### src/rtl/ctbl_pkg.sv
package ctbl_pkg;
  localparam int META_W = 13;
  localparam int CS_W   = 3;
  localparam int BID_W  = 2;
  localparam int SUB_N  = 4;
  localparam int OFS_W  = 6;

  typedef struct packed {
    logic writeTag;
    logic loadRsp;
  } ctlStrobes_t;

  typedef struct packed {
    logic            valid;
    logic [SUB_N-1:0] mask;
    logic [CS_W-1:0]  state;
  } wayDec_t;
endpackage

### src/rtl/ctbl_way_decode.sv
module ctbl_way_decode
  import ctbl_pkg::*;
(
  input  logic [META_W-1:0] meta,
  input  logic [BID_W-1:0]  blkId,
  output wayDec_t           dec
);
  logic [BID_W-1:0] upId, loId;
  logic [CS_W-1:0]  upCs, loCs;

  assign upId = meta[9:8];
  assign upCs = meta[7:5];
  assign loId = meta[4:3];
  assign loCs = meta[2:0];

  always_comb begin
    dec = '0;
    if (meta[12]) begin
      dec.state = meta[CS_W*blkId +: CS_W];
      dec.mask  = SUB_N'(1) << blkId;
    end else if (meta[11]) begin
      if (upId == blkId && upCs != '0) begin
        dec.state = upCs;
        dec.mask  = 4'b1100;
      end else if (loId == blkId) begin
        dec.state = loCs;
        dec.mask  = 4'b0011;
      end
    end else if (loId == blkId) begin
      dec.state = loCs;
      dec.mask  = 4'b1111;
    end
    dec.valid = (dec.state != '0);
    if (!dec.valid) dec.mask = '0;
  end
endmodule

### src/rtl/ctbl_lookup_ctrl.sv
module ctbl_lookup_ctrl
  import ctbl_pkg::*;
(
  input  logic        clk,
  input  logic        rstN,
  input  logic        reqValid,
  input  logic        wrEn,
  output ctlStrobes_t strobes,
  output logic        rspValid
);
  always_comb begin
    strobes.writeTag = wrEn;
    strobes.loadRsp  = reqValid;
  end

  always_ff @(posedge clk or negedge rstN) begin
    if (!rstN) rspValid <= 1'b0;
    else       rspValid <= reqValid;
  end
endmodule

### src/rtl/ctbl_lookup_dp.sv
module ctbl_lookup_dp
  import ctbl_pkg::*;
#(
  parameter int NUM_WAYS = 8,
  parameter int NUM_SETS = 16,
  parameter int SB_TAG_W = 12,
  parameter int SET_W    = $clog2(NUM_SETS),
  parameter int WAY_W    = $clog2(NUM_WAYS)
) (
  input  logic                clk,
  input  logic                rstN,
  input  ctlStrobes_t         strobes,
  input  logic [SB_TAG_W-1:0] reqTag,
  input  logic [SET_W-1:0]    reqSet,
  input  logic [BID_W-1:0]    reqBlk,
  input  logic [SET_W-1:0]    wrSet,
  input  logic [WAY_W-1:0]    wrWay,
  input  logic [SB_TAG_W-1:0] wrTag,
  input  logic [META_W-1:0]   wrMeta,
  output logic                rspHit,
  output logic [WAY_W-1:0]    rspWay,
  output logic [SUB_N-1:0]    rspMask,
  output logic [CS_W-1:0]     rspState,
  output logic [NUM_WAYS-1:0] rspTagMatch,
  output logic                rspMultiHit
);
  logic [SB_TAG_W-1:0] tagMem  [NUM_SETS][NUM_WAYS];
  logic [META_W-1:0]   metaMem [NUM_SETS][NUM_WAYS];

  always_ff @(posedge clk or negedge rstN) begin
    if (!rstN) begin
      for (int s = 0; s < NUM_SETS; s++) begin
        for (int w = 0; w < NUM_WAYS; w++) begin
          tagMem[s][w]  <= '0;
          metaMem[s][w] <= '0;
        end
      end
    end else if (strobes.writeTag) begin
      tagMem[wrSet][wrWay]  <= wrTag;
      metaMem[wrSet][wrWay] <= wrMeta;
    end
  end

  logic [NUM_WAYS-1:0] tagMatch;
  logic [NUM_WAYS-1:0] wayValid;
  wayDec_t             wayDec [NUM_WAYS];

  for (genvar w = 0; w < NUM_WAYS; w++) begin : g_way
    assign tagMatch[w] = (tagMem[reqSet][w] == reqTag);
    ctbl_way_decode u_dec (
      .meta  (metaMem[reqSet][w]),
      .blkId (reqBlk),
      .dec   (wayDec[w])
    );
    assign wayValid[w] = tagMatch[w] & wayDec[w].valid;
  end

  logic             selHit, selMulti;
  logic [WAY_W-1:0] selWay;
  logic [SUB_N-1:0] selMask;
  logic [CS_W-1:0]  selState;

  always_comb begin
    selHit   = 1'b0;
    selMulti = 1'b0;
    selWay   = '0;
    selMask  = '0;
    selState = '0;
    for (int w = 0; w < NUM_WAYS; w++) begin
      if (wayValid[w]) begin
        if (selHit) begin
          selMulti = 1'b1;
        end else begin
          selHit   = 1'b1;
          selWay   = WAY_W'(w);
          selMask  = wayDec[w].mask;
          selState = wayDec[w].state;
        end
      end
    end
  end

  always_ff @(posedge clk or negedge rstN) begin
    if (!rstN) begin
      rspHit      <= 1'b0;
      rspWay      <= '0;
      rspMask     <= '0;
      rspState    <= '0;
      rspTagMatch <= '0;
      rspMultiHit <= 1'b0;
    end else if (strobes.loadRsp) begin
      rspHit      <= selHit;
      rspWay      <= selWay;
      rspMask     <= selMask;
      rspState    <= selState;
      rspTagMatch <= tagMatch;
      rspMultiHit <= selMulti;
    end
  end
endmodule

### src/rtl/ctbl_lookup.sv
module ctbl_lookup
  import ctbl_pkg::*;
#(
  parameter int NUM_WAYS = 8,
  parameter int NUM_SETS = 16,
  parameter int SB_TAG_W = 12,
  parameter int SET_W    = $clog2(NUM_SETS),
  parameter int WAY_W    = $clog2(NUM_WAYS),
  parameter int ADDR_W   = SB_TAG_W + SET_W + 2 + 6
) (
  input  logic                clk,
  input  logic                rstN,
  input  logic                reqValid,
  input  logic [ADDR_W-1:0]   reqAddr,
  input  logic                wrEn,
  input  logic [SET_W-1:0]    wrSet,
  input  logic [WAY_W-1:0]    wrWay,
  input  logic [SB_TAG_W-1:0] wrTag,
  input  logic [12:0]         wrMeta,
  output logic                rspValid,
  output logic                rspHit,
  output logic [WAY_W-1:0]    rspWay,
  output logic [3:0]          rspMask,
  output logic [2:0]          rspState,
  output logic [NUM_WAYS-1:0] rspTagMatch,
  output logic                rspMultiHit
);
  localparam int BLK_LSB = OFS_W;
  localparam int SET_LSB = OFS_W + BID_W;
  localparam int TAG_LSB = SET_LSB + SET_W;

  ctlStrobes_t strobes;

  ctbl_lookup_ctrl u_ctrl (
    .clk      (clk),
    .rstN     (rstN),
    .reqValid (reqValid),
    .wrEn     (wrEn),
    .strobes  (strobes),
    .rspValid (rspValid)
  );

  ctbl_lookup_dp #(
    .NUM_WAYS (NUM_WAYS),
    .NUM_SETS (NUM_SETS),
    .SB_TAG_W (SB_TAG_W),
    .SET_W    (SET_W),
    .WAY_W    (WAY_W)
  ) u_dp (
    .clk         (clk),
    .rstN        (rstN),
    .strobes     (strobes),
    .reqTag      (reqAddr[TAG_LSB +: SB_TAG_W]),
    .reqSet      (reqAddr[SET_LSB +: SET_W]),
    .reqBlk      (reqAddr[BLK_LSB +: BID_W]),
    .wrSet       (wrSet),
    .wrWay       (wrWay),
    .wrTag       (wrTag),
    .wrMeta      (wrMeta),
    .rspHit      (rspHit),
    .rspWay      (rspWay),
    .rspMask     (rspMask),
    .rspState    (rspState),
    .rspTagMatch (rspTagMatch),
    .rspMultiHit (rspMultiHit)
  );
endmodule

### config.mk
export PLATFORM = sky130hd
export DESIGN_NAME = ctbl_lookup
export DESIGN_NICKNAME = d
export VERILOG_FILES = /design/src/rtl/ctbl_pkg.sv /design/src/rtl/ctbl_way_decode.sv /design/src/rtl/ctbl_lookup_ctrl.sv /design/src/rtl/ctbl_lookup_dp.sv /design/src/rtl/ctbl_lookup.sv
export SDC_FILE = /design/constraint.sdc
export NUM_CORES = 2
export LEC_CHECK = 0
export BUFFER_PORTS_ARGS = -buffer_cell sky130_fd_sc_hd__buf_2
export CORE_UTILIZATION = 65
export CTS_BUF_LIST = sky130_fd_sc_hd__clkbuf_8
export CTS_CLUSTER_SIZE = 40
export DETAILED_ROUTE_END_ITERATION = 8
export PLACE_DENSITY = 0.81
export SYNTH_ARGS = -nofsm -noshare
export SYNTH_HDL_FRONTEND = slang
export SYNTH_SLANG_ARGS = --single-unit
### constraint.sdc
create_clock -name clk -period 11.1 [get_ports clk]
set_input_delay 0.555 -clock clk [delete_from_list [all_inputs] [get_ports clk]]
set_output_delay 0.555 -clock clk [all_outputs]
set_load 0.005 [all_outputs]
==> results.yml <==
timing:
  setup_viol: 0
  hold_violations: 0
  final_min_period_over_clock_period: 0.5384
  setup_tns_ns: 0
  finalMaxSlewViolations: 0
  skew_ns: 0.07470
  rsz0062_at_grt: "false"
  slew_headroom: 0.1156
  fin_crit_ns: 5.977
  worst_pin_slew_ns: 1.323
  fmax_mhz: 167.3
synthesis:
  netlist_area_um2: 150400
  synth_top_family_by_area: "multiplexers"
  synthTopCellsByArea: "dfrtp_1, mux2_2, mux4_2"
  seq_area_frac_synth: 0.5361
  synth_compound_area_frac: 0.02433
  syn-num-nets: 9986
  synth-main-ff-cell: "dfrtp_1"
  synth-edff-count: 0
  synth_area_per_cell_um2: 15.15
  synth_top_area_share: 0.5361
  async_reset_ff_frac: 1.000
  synth_top_area_cell: "dfrtp_1"
  syn_inst: 9925
  synthAdderAreaFrac: 0.00008322
  ys_warn_count: 0
  synth_seq_cells: 3221
  synth_simple_gate_area_frac: 0.02429
  synth.distinct_cells: 102
  synthMuxAreaShare: 0.3773
  synth_xor_area_frac: 0.007631
grt:
  overflow: 0
  grt_pass1_vias: 97120
  grt_max_degree: 205
  gr-usage-all-layers: 0.3674
  antenna_found_initial: 23
  grt_pass1_wl_mm: 627.3
cts:
  cts.sinks: 3221
  cts-buffers-inserted: 543
  cts_resized: 0
  path_clk_slew_ns: 0.07
  h-tree-depth: 6
  clk_path_buf_depth: 4
  clk_latency_ns: 1.13
  cts_tree: "yes"
  cts_root_buf: "clkbuf_8"
floorplanning:
  die_area_um2: 233200
  die_x_um: 482.9
  start_util: 0.6540
  num_rows: 176
  io_pins: 81
  core_area_um2: 229900
  die_height_um: 482.9
routing:
  wl_met2_mm: 198.4
  ant_nets: 0
  drt_iter0_drc: 8866
  drt-pass1-iter-count: 6
  vias: 91240
  drc: 0
  wl_mm: 420.0
  route.met3.wl_mm: 31.59
  top_layer: "met5"
  wl_per_cell_um: 31.62
  wl_met1_mm: 163.1
  vias_per_cell: 6.869
setup_path:
  path_cells: "buf_8 -> buf_4 -> nor2b_2 -> buf_4 -> a222oi_1 -> a22oi_1 -> o221ai_1 -> a311oi_2 -> nor3b_1 -> o32ai_1 -> a31oi_1 -> or2_1 -> nor4b_4 -> a221oi_1 -> a21oi_1 -> a31oi_1"
  cpPeakStageDelay_ns: 0.79
  worst_ep_arrival_time_ns: 6.92
  critPathRequiredTime_ns: 12.05
  worst_setup_path_end_kind: "register"
  critical_path_class: "primary input to register"
  start_kind: "primary input"
  crit_path_max_fanout: 52
  slowest_stage: "buf_4"
final_layout:
  fin_util: 0.7099
  area_delta_synth_final_pct: 8.558
  layout-drive-gt1-share: 0.5080
  nNetsFinal: 9921
placed_design:
  globalplace.congestion: 0.9775
  hpwl_mm: 247.0
  place.port_buffers: 74
outcome:
  status: "complete, no violations"
power_and_ir_drop:
  power_per_cell_area_nw_per_um2: 161.2
  p_leak_uw: 0.07866
  peakVddDrop_mv: 0.1328
hold_path:
  min_path_type: "primary input to asynchronous set/reset pin"
run:
  drv_cap: 0
-- per-stage QoR --
| stage | hold WS, ns | cells | setup WS [ns] | instance area, um2 | power (uW) |
|---|---|---|---|---|---|
| 2_1_floorplan | 0.2594 | 9925 | 5.606 | 150400 | 15300 |
| 3_3_place_gp | 0.4778 | 12340 | 4.169 | 152800 | 16120 |
| 3_5_place_dp | 0.4870 | 12340 | 4.132 | 152800 | 16350 |
| 4_1_cts | 0.06065 | 13260 | 5.285 | 163100 | 26410 |
| 5_1_grt | 0.07371 | 13270 | 4.930 | 163200 | 27260 |
| 6_report | 0.09161 | 13280 | 5.123 | 163200 | 26320 |
-- cell type report --
class,count,area (um2)
Antenna cell,27,67.56
Clock buffer,663,9125
Clock inverter,252,1146
Fill cell,14620,66680
Inverter,22,96.34
Multi-Input combinational cell,5727,65530
Sequential cell,3221,80600
Tap cell,3026,3786
Timing Repair Buffer,345,2863
-- cells by family (layout without fill, tap and decap cells) --
kind of cell | Yosys count | count (layout)
mux | 4305 | 4305
simple gates | 768 | 768
compound gates | 522 | 522
buf+inv | 977 | 1282
xor+xnor | 131 | 131
fa+ha+maj | 1 | 1
other cells | 0 | 27
flops | 3221 | 3221
-- critical path, delay by kind of cell --
family / cells / cell delay (ns)
AOI/OAI and AO/OA: 9 / 2.84
buffers and inverters: 3 / 1.65
and+or+nand+nor: 4 / 1.76
-- metal layers --
metal,vias to the layer above,GRT usage
met1,49270,0.4821
met5,-,0
li1,36690,-
met3,1227,0.07454
met4,8,0.2137
met2,4046,0.5753
-- repair_timing --
action,in CTS,in global routing
endpoints found under the hold margin,270,0
hold buffers,6,0
buffers inserted,0,0
-- placed cells by master (no fill, tap or decap), drive strengths merged, types with 20 or more instances in the layout --
master	synthesis	routed
nor2	157	157
clkbuf	684	663
a31oi	42	42
mux2i	275	275
a221oi	36	36
a21oi	91	91
dfrtp	3221	3221
inv	19	216
o22ai	53	53
xor2	32	32
a22oi	69	69
mux2	3268	3268
nand3	39	39
clkinv	3	39
nor3	43	43
xnor2	99	99
nor4	22	22
a211oi	25	25
mux4	762	762
buf	271	339
nand2	328	328
and3	32	32
o21ai	72	72
diode	0	27
nand4	25	25
nor2b	25	25
nand2b	20	20
-- sequential cells by signal (all words and copies together), names as in the netlist --
signal	flops
u_dp.metaMem	1664
u_dp.tagMem	1536
u_dp.rspTagMatch	8
u_dp.rspMask	4
u_dp.rspState	3
u_dp.rspWay	3
u_ctrl.rspValid	1
u_dp.rspHit	1
u_dp.rspMultiHit	1
-- cells in the mapped netlist (all sizes together) (6+ instances only) --
master	number
mux2	3268
dfrtp	3221
mux4	762
clkbuf	684
nand2	328
mux2i	275
buf	271
nor2	157
xnor2	99
a21oi	91
o21ai	72
a22oi	69
o22ai	53
nor3	43
a31oi	42
nand3	39
a221oi	36
and3	32
xor2	32
a211oi	25
nand4	25
nor2b	25
nor4	22
nand2b	20
inv	19
and2	17
a21o	15
a22o	15
or2	12
or3	12
o211ai	10
o221ai	10
o31ai	9
o21a	8
nor3b	7
a2bb2oi	6
o31a	6
-- power by group --
group          total, uW  leakage, uW  internal (uW)  switching [uW]
logic               3000       0.0288           1460            1540
registers          13200       0.0438          12700             484
clock network      10100      0.00598           5410            4720
total              26300       0.0787          19600            6740
-- path summary, 6_finish.rpt --
check	start	to	slack, ns	cells after the start
max	reqAddr[8]	u_dp.rspState[1]	5.12	16
min	rstN	u_dp.tagMem[965]	0.09	2
max reg2reg	u_dp.tagMem[1245]	u_dp.rspState[1]	5.86	13
min reg2reg	u_dp.tagMem[924]	u_dp.tagMem[924]	0.50	1
max in group asynchronous	rstN	u_dp.tagMem[1517]	8.04	4
min in group clk	wrMeta[9]	u_dp.metaMem[750]	0.11	2
No activity file was read; power rests on OpenSTA's default activity.
